[src/rtl/tg_pkg.sv]
package tg_pkg;

  typedef enum logic [2:0] {
    ST_IDLE,
    ST_LEAD,
    ST_HOLD,
    ST_LOW,
    ST_HIGH
  } tg_state_e;

  localparam logic [1:0] OP_START = 2'd0;
  localparam logic [1:0] OP_BIT   = 2'd1;
  localparam logic [1:0] OP_STOP  = 2'd2;

  localparam int LOW_EXTRA  = 2;
  localparam int HIGH_EXTRA = 7;
  localparam int NUM_WORDS  = 3;

endpackage

[src/rtl/tg_fields.sv]
module tg_fields #(
  parameter int FW = 16
) (
  input  logic              clk_i,
  input  logic              rst_i,
  input  logic              load_i,
  input  logic [2*FW-1:0]   w_a_i,
  input  logic [2*FW-1:0]   w_b_i,
  input  logic [2*FW-1:0]   w_c_i,
  output logic [FW:0]       hi_last_o,
  output logic [FW:0]       lo_last_o,
  output logic [FW-1:0]     rx_off_o,
  output logic [FW-1:0]     tx_off_o,
  output logic [FW-1:0]     free_cnt_o,
  output logic [FW-1:0]     lead_last_o
);
  import tg_pkg::*;

  localparam int WW = 2 * FW;
  localparam int CW = FW + 1;

  logic [WW-1:0] raw [NUM_WORDS];
  logic [WW-1:0] eff [NUM_WORDS];

  assign raw[0] = w_a_i;
  assign raw[1] = w_b_i;
  assign raw[2] = w_c_i;

  // Each word is held at acceptance; the accepting cycle sees the fresh value.
  for (genvar g = 0; g < NUM_WORDS; g++) begin : g_word
    logic [WW-1:0] held_q;
    always_ff @(posedge clk_i) begin
      if (rst_i)       held_q <= '0;
      else if (load_i) held_q <= raw[g];
    end
    assign eff[g] = load_i ? raw[g] : held_q;
  end

  logic [FW-1:0] hi_cnt, lo_cnt, lead_cnt;

  assign hi_cnt     = eff[0][WW-1:FW];
  assign rx_off_o   = eff[0][FW-1:0];
  assign lo_cnt     = eff[1][WW-1:FW];
  assign tx_off_o   = eff[1][FW-1:0];
  assign free_cnt_o = eff[2][WW-1:FW];
  assign lead_cnt   = eff[2][FW-1:0];

  assign hi_last_o   = {1'b0, hi_cnt} + CW'(HIGH_EXTRA - 1);
  assign lo_last_o   = {1'b0, lo_cnt} + CW'(LOW_EXTRA - 1);
  assign lead_last_o = (lead_cnt == '0) ? '0 : lead_cnt - FW'(1);

endmodule

[src/rtl/tg_free_ctr.sv]
module tg_free_ctr #(
  parameter int FW = 16
) (
  input  logic          clk_i,
  input  logic          rst_i,
  input  logic          load_i,
  input  logic [FW-1:0] value_i,
  output logic          free_o
);

  logic [FW-1:0] fc_q;

  always_ff @(posedge clk_i) begin
    if (rst_i)              fc_q <= '0;
    else if (load_i)        fc_q <= value_i;
    else if (fc_q != '0)    fc_q <= fc_q - FW'(1);
  end

  assign free_o = (fc_q == '0);

  // the interval shrinks by exactly one each cycle until it expires
  a_r8_count_down: assert property (@(posedge clk_i) disable iff (rst_i)
    (!load_i && fc_q != '0) |=> (fc_q == $past(fc_q) - FW'(1)));

  // a load restarts the interval with the programmed count
  a_r8_reload: assert property (@(posedge clk_i) disable iff (rst_i)
    load_i |=> (fc_q == $past(value_i)));

endmodule

[src/rtl/tg_scl_gen.sv]
module tg_scl_gen #(
  parameter int FW = 16
) (
  input  logic            clk_i,
  input  logic            rst_i,
  input  logic [2*FW-1:0] tim_a_i,
  input  logic [2*FW-1:0] tim_b_i,
  input  logic [2*FW-1:0] tim_c_i,
  input  logic            cmd_valid_i,
  input  logic [1:0]      cmd_op_i,
  output logic            scl_low_o,
  output logic            tx_stb_o,
  output logic            rx_stb_o,
  output logic            start_done_o,
  output logic            bit_done_o,
  output logic            stop_done_o,
  output logic            busy_o
);
  import tg_pkg::*;

  localparam int CW = FW + 1;

  tg_state_e     state_q, nxt_state;
  logic [CW-1:0] cnt_q, nxt_cnt;
  logic          stop_q, nxt_stop;
  logic          accept, free_load, bus_free;
  logic          d_start, d_bit, d_stop;

  logic [CW-1:0] hi_last, lo_last;
  logic [FW-1:0] rx_off, tx_off, free_cnt, lead_last;

  tg_fields #(.FW(FW)) u_fields (
    .clk_i       (clk_i),
    .rst_i       (rst_i),
    .load_i      (accept),
    .w_a_i       (tim_a_i),
    .w_b_i       (tim_b_i),
    .w_c_i       (tim_c_i),
    .hi_last_o   (hi_last),
    .lo_last_o   (lo_last),
    .rx_off_o    (rx_off),
    .tx_off_o    (tx_off),
    .free_cnt_o  (free_cnt),
    .lead_last_o (lead_last)
  );

  tg_free_ctr #(.FW(FW)) u_free (
    .clk_i   (clk_i),
    .rst_i   (rst_i),
    .load_i  (free_load),
    .value_i (free_cnt),
    .free_o  (bus_free)
  );

  always_comb begin
    nxt_state = state_q;
    nxt_cnt   = cnt_q;
    nxt_stop  = stop_q;
    accept    = 1'b0;
    free_load = 1'b0;
    d_start   = 1'b0;
    d_bit     = 1'b0;
    d_stop    = 1'b0;
    case (state_q)
      ST_IDLE: begin
        if (cmd_valid_i && cmd_op_i == OP_START) begin
          accept    = 1'b1;
          nxt_state = ST_LEAD;
          nxt_cnt   = '0;
        end
      end
      ST_LEAD: begin
        // lead-in counting is frozen until the bus-free interval expires
        if (bus_free) begin
          if (cnt_q >= {1'b0, lead_last}) begin
            nxt_state = ST_HOLD;
            nxt_cnt   = '0;
            d_start   = 1'b1;
          end else begin
            nxt_cnt = cnt_q + CW'(1);
          end
        end
      end
      ST_HOLD: begin
        if (cmd_valid_i && (cmd_op_i == OP_BIT || cmd_op_i == OP_STOP)) begin
          accept    = 1'b1;
          nxt_state = ST_LOW;
          nxt_cnt   = '0;
          nxt_stop  = (cmd_op_i == OP_STOP);
        end
      end
      ST_LOW: begin
        if (cnt_q == lo_last) begin
          nxt_state = ST_HIGH;
          nxt_cnt   = '0;
        end else begin
          nxt_cnt = cnt_q + CW'(1);
        end
      end
      ST_HIGH: begin
        if (cnt_q == hi_last) begin
          nxt_cnt = '0;
          if (stop_q) begin
            nxt_state = ST_IDLE;
            d_stop    = 1'b1;
            free_load = 1'b1;
          end else begin
            nxt_state = ST_HOLD;
            d_bit     = 1'b1;
          end
        end else begin
          nxt_cnt = cnt_q + CW'(1);
        end
      end
      default: nxt_state = ST_IDLE;
    endcase
  end

  // Outputs are registered from the next state so they line up with state_q.
  always_ff @(posedge clk_i) begin
    if (rst_i) begin
      state_q      <= ST_IDLE;
      cnt_q        <= '0;
      stop_q       <= 1'b0;
      scl_low_o    <= 1'b0;
      tx_stb_o     <= 1'b0;
      rx_stb_o     <= 1'b0;
      start_done_o <= 1'b0;
      bit_done_o   <= 1'b0;
      stop_done_o  <= 1'b0;
      busy_o       <= 1'b0;
    end else begin
      state_q      <= nxt_state;
      cnt_q        <= nxt_cnt;
      stop_q       <= nxt_stop;
      scl_low_o    <= (nxt_state == ST_HOLD) || (nxt_state == ST_LOW);
      tx_stb_o     <= (nxt_state == ST_LOW) && (nxt_cnt == {1'b0, tx_off});
      rx_stb_o     <= (nxt_state == ST_HIGH) && !nxt_stop &&
                      (nxt_cnt == {1'b0, rx_off});
      start_done_o <= d_start;
      bit_done_o   <= d_bit;
      stop_done_o  <= d_stop;
      busy_o       <= (nxt_state == ST_LEAD) || (nxt_state == ST_LOW) ||
                      (nxt_state == ST_HIGH);
    end
  end

  // sampling happens only while SCL is released
  a_r5_rx_released: assert property (@(posedge clk_i) disable iff (rst_i)
    rx_stb_o |-> !scl_low_o);

  // SDA changes only while SCL is held low
  a_r4_tx_low: assert property (@(posedge clk_i) disable iff (rst_i)
    tx_stb_o |-> scl_low_o);

  // done pulses never overlap
  a_r11_one_done: assert property (@(posedge clk_i) disable iff (rst_i)
    $onehot0({start_done_o, bit_done_o, stop_done_o}));

  // start completion coincides with SCL falling
  a_r6_start_fall: assert property (@(posedge clk_i) disable iff (rst_i)
    start_done_o |-> (scl_low_o && !$past(scl_low_o)));

  // stop ends with SCL released and the block idle
  a_r7_stop_released: assert property (@(posedge clk_i) disable iff (rst_i)
    stop_done_o |-> (!scl_low_o && !busy_o));

  // a START never completes while the bus-free interval is running
  a_r8_free_first: assert property (@(posedge clk_i) disable iff (rst_i)
    start_done_o |-> $past(bus_free));

  // a non-START command while idle leaves the block idle
  a_r9_idle_ignore: assert property (@(posedge clk_i) disable iff (rst_i)
    (state_q == ST_IDLE && cmd_valid_i && cmd_op_i != OP_START) |=> !busy_o);

  // busy is low in the cycle of a bit completion
  a_r12_busy_done: assert property (@(posedge clk_i) disable iff (rst_i)
    bit_done_o |-> !busy_o);

endmodule

[config.mk]
export PLATFORM = sky130hd
export DESIGN_NAME = tg_scl_gen
export DESIGN_NICKNAME = d
export VERILOG_FILES = /design/src/rtl/tg_pkg.sv /design/src/rtl/tg_fields.sv /design/src/rtl/tg_free_ctr.sv /design/src/rtl/tg_scl_gen.sv
export SDC_FILE = /design/constraint.sdc
export NUM_CORES = 1
export LEC_CHECK = 0
export ABC_AREA = 1
export BUFFER_PORTS_ARGS = -buffer_cell sky130_fd_sc_hd__buf_2
export CORE_MARGIN = 1
export CORE_UTILIZATION = 40
export DETAILED_ROUTE_END_ITERATION = 10
export GPL_TIMING_DRIVEN = 0
export SLEW_MARGIN = 5
export SYNTH_ARGS = -nofsm -noshare
export SYNTH_HDL_FRONTEND = slang
export SYNTH_HIERARCHICAL = 1
export SYNTH_SLANG_ARGS = --single-unit
[constraint.sdc]
create_clock -name clk_i -period 6 [get_ports clk_i]
set_input_delay 1.2 -clock clk_i [delete_from_list [all_inputs] [get_ports clk_i]]
set_output_delay 1.2 -clock clk_i [all_outputs]
set_load 0.05 [all_outputs]
-- After elaboration in Yosys (flattened, before gate mapping)
Cells that the tools add are included.
- bits of input ports: 101
- register bits after elaboration: 140
- mux-type cells: 31
- equal/unequal tests: 14
- $add $sub $neg: 5
- reduce and logical (&&, ||, !) cells: 18
- magnitude comparators: 1
- bitwise gates (word level): 4
- operators with widths (kind ; count):
    $mux 17 ; 6
    $mux 32 ; 3
    $pmux 17 s5 ; 1
    $mux 16 ; 3
    $eq 17x16->1 ; 2
    $eq 17x17->1 ; 2
    $logic_not 16->1 ; 2
    $sub 16x1->16 const B ; 2
    $mux 3 ; 6
    $add 16x1->17 const B ; 1
    $add 16x3->17 const B ; 1
    $add 17x1->17 const B ; 1
    $ge 17x16->1 ; 1
    $reduce_bool 16->1 ; 1
    $pmux 3 s5 ; 1
    $eq 3x2->1 const B ; 4
    $mux 1 ; 9
    $eq 3x1->1 const B ; 2
    $eq 3x3->1 const B ; 2
    $reduce_or 3->1 ; 2
    $logic_and 1x1->1 ; 5
    $logic_or 1x1->1 ; 4
    $not 1->1 ; 4
    $logic_not 3->1 ; 1
    other kinds (7) ; 7

-- Longest topological paths before layout
Gate-level depths: netlist (run 1).
- depth in word-level cells: 15
- depth in mapped cells: 39
- depth with buffers taken out: 37

-- Hierarchy
The synthesis (run 1) kept the hierarchy.
- modules (own cells, without submodules) (module ; seq. area each (um^2) ; times used ; area an instance (um^2) ; cells an instance):
    tg_fields ; 1921.8 ; 1 ; 5452.7 ; 803
    tg_scl_gen ; 560.5 ; 1 ; 3787.4 ; 684
    tg_free_ctr ; 320.3 ; 1 ; 1114.8 ; 179

-- Worst setup path before layout (run 1)
No wires, ideal clock.
- kind: input to register
- start point: input port cmd_op_i[0]
- end point: register tx_stb_o
- library setup time: 110 ps
- stages: 32
- slack: 1194 ps
- arrival: 4695 ps
- data required time: 5890 ps
- buffers on the path: 4
- cell sequence: inv_1 > ha_1 > nand2_1 > o31ai_1 > buf_6 > buf_8 > nand2_1 > o21ai_2 > ha_1 > nand2_1 > nor2_2 > nand3_2 > inv_2 > buf_6 > nor2_2 > inv_1 > ha_1 > a21o_1 > nor2_1 > nand2_1 > nand2_1 > nand2_1 > nand2_1 > buf_6 > nand3_1 > nand3_1 > nand2_1 > or2_0 > nand3_1 > nor2_1 > nand2_1 > nor2_1
- word-level cells in the longest chain between the ends: 14
- elaborated cells on any way between the ends: 37
- classes of those cells: add/sub: 3; order compare: 1; eq/ne: 6; mux: 21; reduce/logical: 6
- RTL lines (element ; RTL line ; text):
    start, declared ; tg_scl_gen.sv:10 ; input logic [1:0] cmd_op_i,
    $eq 2x1->1 or $eq 2x2->1 (tied branches) ; tg_scl_gen.sv:85 ; if (cmd_valid_i && (cmd_op_i == OP_BIT || cmd_op_i == OP_STOP)) begin
    $logic_or 1x1->1 ; tg_scl_gen.sv:85 ;
    $logic_and 1x1->1 ; tg_scl_gen.sv:85 ;
    $mux 1 ; tg_scl_gen.sv:85 ;
    $pmux 1 s2 * ; tg_scl_gen.sv:64 ; case (state_q)
    via accept ; tg_scl_gen.sv:26 ; logic accept, free_load, bus_free;
    $mux 32 * ; -- ;
    $sub 16x1->16 or $logic_not 16->1 (tied branches) ; tg_fields.sv:50 ; assign lead_last_o = (lead_cnt == '0) ? '0 : lead_cnt - FW'(1);
    $mux 16 * ; tg_fields.sv:50 ;
    via lead_last[8] ; tg_scl_gen.sv:30 ; logic [FW-1:0] rx_off, tx_off, free_cnt, lead_last;
    $ge 17x16->1 * ; tg_scl_gen.sv:75 ; if (cnt_q >= {1'b0, lead_last}) begin
    $mux 17 or $mux 3 (tied branches) ; tg_scl_gen.sv:75 ;
    $mux 17 or $mux 3 (tied branches) ; tg_scl_gen.sv:74 ; if (bus_free) begin
    $pmux 17 s5 or $pmux 3 s5 (tied branches) ; tg_scl_gen.sv:64 ;
    $eq 17x16->1 or $eq 3x2->1 (tied branches) ; tg_scl_gen.sv:137 ; tx_stb_o <= (nxt_state == ST_LOW) && (nxt_cnt == {1'b0, tx_off});
    $logic_and 1x1->1 * ; tg_scl_gen.sv:137 ;
    end signal, assigned ; tg_scl_gen.sv:137 ;
    end, declared ; tg_scl_gen.sv:12 ; output logic tx_stb_o,
Mark *: on every way through the listed nets, which the timed path passes. The rest lies on a longest branch.
A chain may end at the register's enable or synchronous reset.

-- Final worst setup path (run 1)
- start point: input port cmd_op_i[0]
- end point: register rx_stb_o
- word-level cells in the longest chain between the ends: 15
- elaborated cells on any way between the ends: 41
- classes of those cells: add/sub: 3; order compare: 1; eq/ne: 6; mux: 23; reduce/logical: 8
- RTL lines (element ; RTL line ; text):
    $eq 2x1->1 or $eq 2x2->1 (tied branches) ; tg_scl_gen.sv:85 ;
    $logic_or 1x1->1 ; tg_scl_gen.sv:85 ;
    $logic_and 1x1->1 ; tg_scl_gen.sv:85 ;
    $mux 1 ; tg_scl_gen.sv:85 ;
    $pmux 1 s2 * ; tg_scl_gen.sv:64 ;
    via accept ; tg_scl_gen.sv:26 ;
    $mux 32 * ; -- ;
    $sub 16x1->16 or $logic_not 16->1 (tied branches) ; tg_fields.sv:50 ;
    $mux 16 * ; tg_fields.sv:50 ;
    via lead_last[6] ; tg_scl_gen.sv:30 ;
    $ge 17x16->1 * ; tg_scl_gen.sv:75 ;
    branches (longest 5 deep; another with $mux 17) ; -- ;
    $logic_and 1x1->1 * ; tg_scl_gen.sv:138 ; rx_stb_o <= (nxt_state == ST_HIGH) && !nxt_stop &&
    end signal, assigned ; tg_scl_gen.sv:138 ;
    end, declared ; tg_scl_gen.sv:13 ; output logic rx_stb_o,
Mark *: on every way through the listed nets, which the timed path passes.

==> impl_metrics.yaml, run 1 <==
global_route:
  grt_pass1_wl_um: 47880
  grt_max_degree: 17
  gr-usage-all-layers_pct: 23.17
  grt_pass1_vias: 9594
  grt_overflow: 0
  antenna_found_initial: 0
finish:
  synthToLayoutAreaGrowth_pct: 14.62
  layout_commonest_cell: "nand2_1"
  drive_gt1_share_pct: 19.22
  final_cells: 2135
  nFillCells: 2726
  diodes: 0
  final_cell_mix: "585 x nand2_1, 191 x nor2_1, 171 x inv_1"
  nets: 1916
synthesis:
  synth.distinct_cells: 52
  syn_area_per_cell_sq_um: 6.215
  synth_cells: 1666
  syn_nets: 1790
  ys_warn_count: 6
  ys_seq_area_share_pct: 27.07
  synth_area_sq_um: 10350
  ys_ff_latch: 140
route:
  drt_pass1_iterations: 7
  post-route-drc-count: 0
  drt-initial-drc-count: 567
  wl_per_cell_um: 13.84
  vias: 10160
  ant_nets: 0
  viasPerCell: 4.757
  drt-total-wl_um: 29550
floorplan:
  io-pin-count: 108
  start_util_pct: 41.00
  fp.coreArea_sq_um: 25250
  num_rows: 58
  fp.dieArea_sq_um: 26530
  dieHeight_um: 162.9
  die_w_um: 162.9
placement:
  dp_slack_ns: 0.1009
  io_buffers: 107
  dp.final_hpwl_um: 23230
  gp_congestion: 0.9401
  dp_cells: 2103
timing:
  rsz0062_at_grt: "false"
  finalClockSkew_ns: 0.009625
  tightest_slew_ns: 0.9061
  fmax_ghz: 0.1882
  setup_tns_ns: 0
  drv_slew: 0
  fin_crit_sh_pct: 88.56
  finalHoldViolCount: 0
  layout_setup_ws_ns: 0.6862
  setup_viol: 0
  period_needed_ns: 5.314
  slew_headroom_pct: 39.60
worst_setup_path:
  cp_max_fo: 10
  criticalPathCategory: "in -> reg"
  cpMostUsedCell: "nand2_1"
  critPathRequiredTime_ns: 6.35
  arrival_ns: 5.66
  critPathLaunchType: "input pin"
  slowest_delay_ns: 0.44
  timing.rr.start: "state_q[1]$_SDFF_PP0_"
  crit_start: "cmd_op_i[0]"
  crit_slowest_cell: "o31ai_2"
  worst_setup_path_end_kind: "register"
clock_tree:
  post_cts_buffers: 0
  worstSkewPairLatency_ns: 0.43
  cts-resized-gates: 0
  clk_pin_slew_ns: 0.07
  cts_hold_buf: 0
  cts_sinks: 140
  cts_buffers: 17
  clock_path_buffers: 2
  root_buffer: "clkbuf_16"
  cts_tree: "done"
  cts_max_level: 4
run:
  maxCapViolCount: 0
worst_hold_path:
  min_from: "u_fields/g_word[0].held_q[20]$_SDFF_PP0_"
  min_path_type: "reg -> reg"
power:
  worst_ir_drop_vdd_uv: 154.9
  power.leakage_nw: 6.079
  powerDensity_nw_per_um2: 261.4
run_status:
  outcome: "finished clean"
-- final timing paths --
kind | endpoint | slack [ns] | depth (start not counted)
max | rx_stb_o$_SDFF_PP0_ | 0.69 | 36
min | u_fields/g_word[0].held_q[20]$_SDFF_PP0_ | 0.47 | 2
max reg2reg | rx_stb_o$_SDFF_PP0_ | 1.28 | 34
min reg2reg | u_fields/g_word[0].held_q[20]$_SDFF_PP0_ | 0.47 | 2
-- through the flow --
stage	utilization, %	hold slack [ns]	total power [W]	instance area, sq um
finish	47.00	0.4668	0.003102	11870
global route	47.00	0.4801	0.003326	11870
CTS	46.98	0.4695	0.003129	11860
detailed placement	44.76	0.4602	0.002095	11300
global placement	44.76	0.4555	0.002082	11300
floorplan	-	0.4462	0.001876	10350
-- worst max-delay path, delay by kind of cell --
family / cells / cell delay, ns
AND/OR/NAND/NOR: 21 / 2.02
AO/OA/AOI/OAI: 3 / 0.69
buffers and inverters: 9 / 1.08
adder cells (fa/ha/maj): 3 / 0.67
-- cell usage after synthesis, drive strengths merged --
cell / instances / share of area (%)
a21o: 1 / 0.073
a21oi: 91 / 4.5
a22oi: 1 / 0.073
a31oi: 2 / 0.12
and2: 4 / 0.24
and3: 1 / 0.060
buf: 81 / 6.1
clkbuf: 29 / 1.3
clkinv: 1 / 0.036
dfxtp: 140 / 27
dlygate4sd1: 1 / 0.085
ha: 23 / 2.8
inv: 182 / 6.6
nand2: 625 / 24
nand3: 104 / 5.9
nand3b: 15 / 1.2
nand4: 13 / 0.99
nor2: 221 / 9.4
nor3: 15 / 1.0
o211ai: 1 / 0.073
o21ai: 46 / 2.6
o21bai: 1 / 0.073
o31ai: 1 / 0.073
or2: 5 / 0.30
xnor2: 25 / 2.1
xor2: 37 / 3.2
-- sequential cells by signal, indices dropped and copies added, names as in the netlist --
register and cells:
bit_done_o 1, rx_stb_o 1, scl_low_o 1, stop_done_o 1
state_q 3, stop_q 1, busy_o 1, cnt_q 17
start_done_o 1, u_free/fc_q 16, tx_stb_o 1, u_fields/g_word.held_q 96
-- per-layer routing --
layer,part of all wire [%],vias up,wire length [um],global-route usage [%]
li1,-,5346,-,-
met2,45,222,13240,37.49
met5,0,-,0,0
met3,4.4,41,1304,3.718
met4,2.5,0,730,8.241
met1,48,4547,14280,30.97
-- where the power goes --
part / switching, W / internal, W
Clock: 0.000480 / 0.000544
Sequential: 0.0000525 / 0.000998
Combinational: 0.000642 / 0.000385
-- cell type report --
class | instances | area [sq um] | share of cell area [%]
plain buffers | 111 | 778.2 | 6.557
clock buffers | 17 | 425.4 | 3.584
clock inverters | 15 | 135.1 | 1.139
inverters | 183 | 686.9 | 5.787
multi-input cells | 1232 | 6092 | 51.33
flip-flops and latches | 140 | 2803 | 23.61
well taps | 330 | 412.9 | 3.479
repair buffers | 107 | 535.5 | 4.512
-- logic make-up after synthesis --
logic type | Yosys count | share of synthesized area [%]
and+or+nand+nor | 1003 | 43.11
buffers and inverters | 294 | 14.15
DFF | 140 | 27.07
xor gates and xnor gates | 62 | 5.317
adders and majority gates | 23 | 2.779
AOI/OAI and AO/OA | 144 | 7.576
Power figures use the tool's default switching activity.
==> run 2, diff against run 1 <==
--- a/config.mk
+++ b/config.mk
@@ -11,6 +11,7 @@
 export CORE_UTILIZATION = 40
 export DETAILED_ROUTE_END_ITERATION = 10
 export GPL_TIMING_DRIVEN = 0
+export MAX_ROUTING_LAYER = met4
 export SLEW_MARGIN = 5
 export SYNTH_ARGS = -nofsm -noshare
 export SYNTH_HDL_FRONTEND = slang
==> impl_metrics.yaml, run 2 (synthesized netlist as in run 1, its figures left out) <==
finish:
  layout_commonest_cell: "nand2_1"
  largest_reg_flops: 96
  top_register: "u_fields/g_word.held_q"
  fin_area_sq_um: 11940
  drive_gt1_share_pct: 19.11
  largestRegisters: "u_fields/g_word.held_q: 96 flops, cnt_q: 17 flops, u_free/fc_q: 16 flops"
  final_cell_mix: "585 x nand2_1, 191 x nor2_1, 171 x inv_1"
  final_cells: 2135
  diodes: 0
  nets: 1916
  seq_area_sq_um: 2803
  nFillCells: 2752
  multi_input_area_sq_um: 6087
  synthToLayoutAreaGrowth_pct: 15.26
power:
  p_clk_share_pct: 36.0
  power.internal_w: 0.002093
  power.leakage_nw: 6.111
  pwr-share-comb_pct: 31.7
  swShare_pct: 35.59
  worst_ir_drop_vdd_uv: 159.8
  powerDensity_nw_per_um2: 272.3
  p_switching_w: 0.001157
  seqPwrFrac_pct: 32.3
run_status:
  outcome: "finished clean"
clock_tree:
  cts_hold_buf: 0
  worstSkewPairLatency_ns: 0.44
  clock_path_buffers: 2
  clk_pin_slew_ns: 0.07
  cts_tree: "done"
  post_cts_buffers: 0
  cts-resized-gates: 0
  cts_max_level: 4
  cts_buffers: 17
  root_buffer: "clkbuf_16"
  cts_sinks: 140
run:
  maxCapViolCount: 0
placement:
  dp.final_hpwl_um: 23450
  dp_slack_ns: 0.04521
  io_buffers: 107
  gp_congestion: 0.9289
  place_area_sq_um: 11300
  dp_cells: 2103
floorplan:
  fp.coreArea_sq_um: 25250
  start_util_pct: 41.00
  fp.dieArea_sq_um: 26530
  io-pin-count: 108
  die_w_um: 162.9
  num_rows: 58
  dieHeight_um: 162.9
route:
  viasPerCell: 4.749
  wl_per_cell_um: 13.96
  drt_pass1_iterations: 5
  post-route-drc-count: 0
  vias: 10140
  drt-total-wl_um: 29820
  drt-initial-drc-count: 511
  ant_nets: 0
global_route:
  antenna_found_initial: 0
  grt_pass1_wl_um: 48140
  gr-usage-all-layers_pct: 24.04
  grt_overflow: 0
  grt_max_degree: 17
  grt_pass1_vias: 9637
worst_hold_path:
  min_path_type: "reg -> reg"
timing:
  drv_slew: 0
  fin_crit_sh_pct: 91.91
  layout_setup_ws_ns: 0.4853
  finalClockSkew_ns: 0.01100
  rsz0062_at_grt: "false"
  slew_headroom_pct: 38.63
  period_needed_ns: 5.515
  finalHoldViolCount: 0
  setup_tns_ns: 0
  setup_viol: 0
  fmax_ghz: 0.1813
  tightest_slew_ns: 0.9206
worst_setup_path:
  criticalPathCategory: "in -> reg"
  worst_setup_path_end_kind: "register"
  arrival_ns: 5.89
  cp_max_fo: 10
  critPathLaunchType: "input pin"
  critPathRequiredTime_ns: 6.38
## run 2: changes by cell type in the layout (fill, tap and decap cells not counted), sizes merged
cell | before | now
bufinv | 0 | 4
clkinv | 7 | 6
clkbuf | 46 | 48
inv | 188 | 184
clkinvlp | 3 | 2
## run 2: final timing paths
check	startpoint	endpoint	slack [ns]	cells past startpoint
worst max register to register	state_q[1]$_SDFF_PP0_	u_free/fc_q[11]$_SDFFE_PP0P_	1.05	26
worst min-delay path	u_fields/g_word[0].held_q[15]$_SDFF_PP0_	u_fields/g_word[0].held_q[15]$_SDFF_PP0_	0.47	2
worst max-delay path	cmd_op_i[0]	u_free/fc_q[11]$_SDFFE_PP0P_	0.49	28
worst min register to register	u_fields/g_word[0].held_q[15]$_SDFF_PP0_	u_fields/g_word[0].held_q[15]$_SDFF_PP0_	0.47	2
## run 2: layout make-up
cell class / count / share of cell area, %
clock buffers: 19 / 3.711
repair buffers: 107 / 4.487
well taps: 330 / 3.459
multi-input cells: 1232 / 51.00
inverters: 183 / 5.755
flip-flops and latches: 140 / 23.48
plain buffers: 111 / 6.521
clock inverters: 13 / 1.583
## run 2: power by group through the flow
stage	Clock, W	Combinational [W]	Sequential [W]
2_1_floorplan	0	0.000817	0.00106
3_3_place_gp	0	0.00101	0.00107
3_5_place_dp	0	0.00103	0.00107
4_1_cts	0.00119	0.00104	0.00105
5_1_grt	0.00122	0.00118	0.00106
6_report	0.00117	0.00103	0.00105
## run 2: per-layer routing
| layer | track usage, % | routed length (um) |
|---|---|---|
| met1 | 30.22 | 14180 |
| met2 | 39.56 | 13760 |
| met3 | 3.769 | 1368 |
| met4 | 7.009 | 507 |
| met5 | - | 0 |
## run 2: stage by stage
stage | hold slack [ns] | utilization [%] | power [W]
2_1_floorplan | 0.4462 | - | 0.001876
3_3_place_gp | 0.4560 | 44.76 | 0.002086
3_5_place_dp | 0.4595 | 44.76 | 0.002102
4_1_cts | 0.4694 | 47.26 | 0.003278
5_1_grt | 0.4863 | 47.26 | 0.003465
6_report | 0.4666 | 47.26 | 0.003250
## run 2: worst max-delay path, stage by stage
cell and delay [ns]:
buf_2 0.09, inv_1 0.07, ha_1 0.14, nand2_1 0.08, o31ai_1 0.63, buf_6 0.26, buf_8 0.17, nand2_1 0.06
o21ai_1 0.28, ha_1 0.38, nor2_4 0.08, nand4_1 0.11, xor2_1 0.34, inv_1 0.07, nand2_1 0.06, nand2_1 0.07
nor2_1 0.11, nand2_1 0.06, nor2_1 0.08, nand3_1 0.19, nor2_1 0.20, inv_1 0.08, nor2_1 0.24, clkbuf_1 0.48
nand2_1 0.12, nand2_1 0.10, nand2_1 0.05, nor2_1 0.08
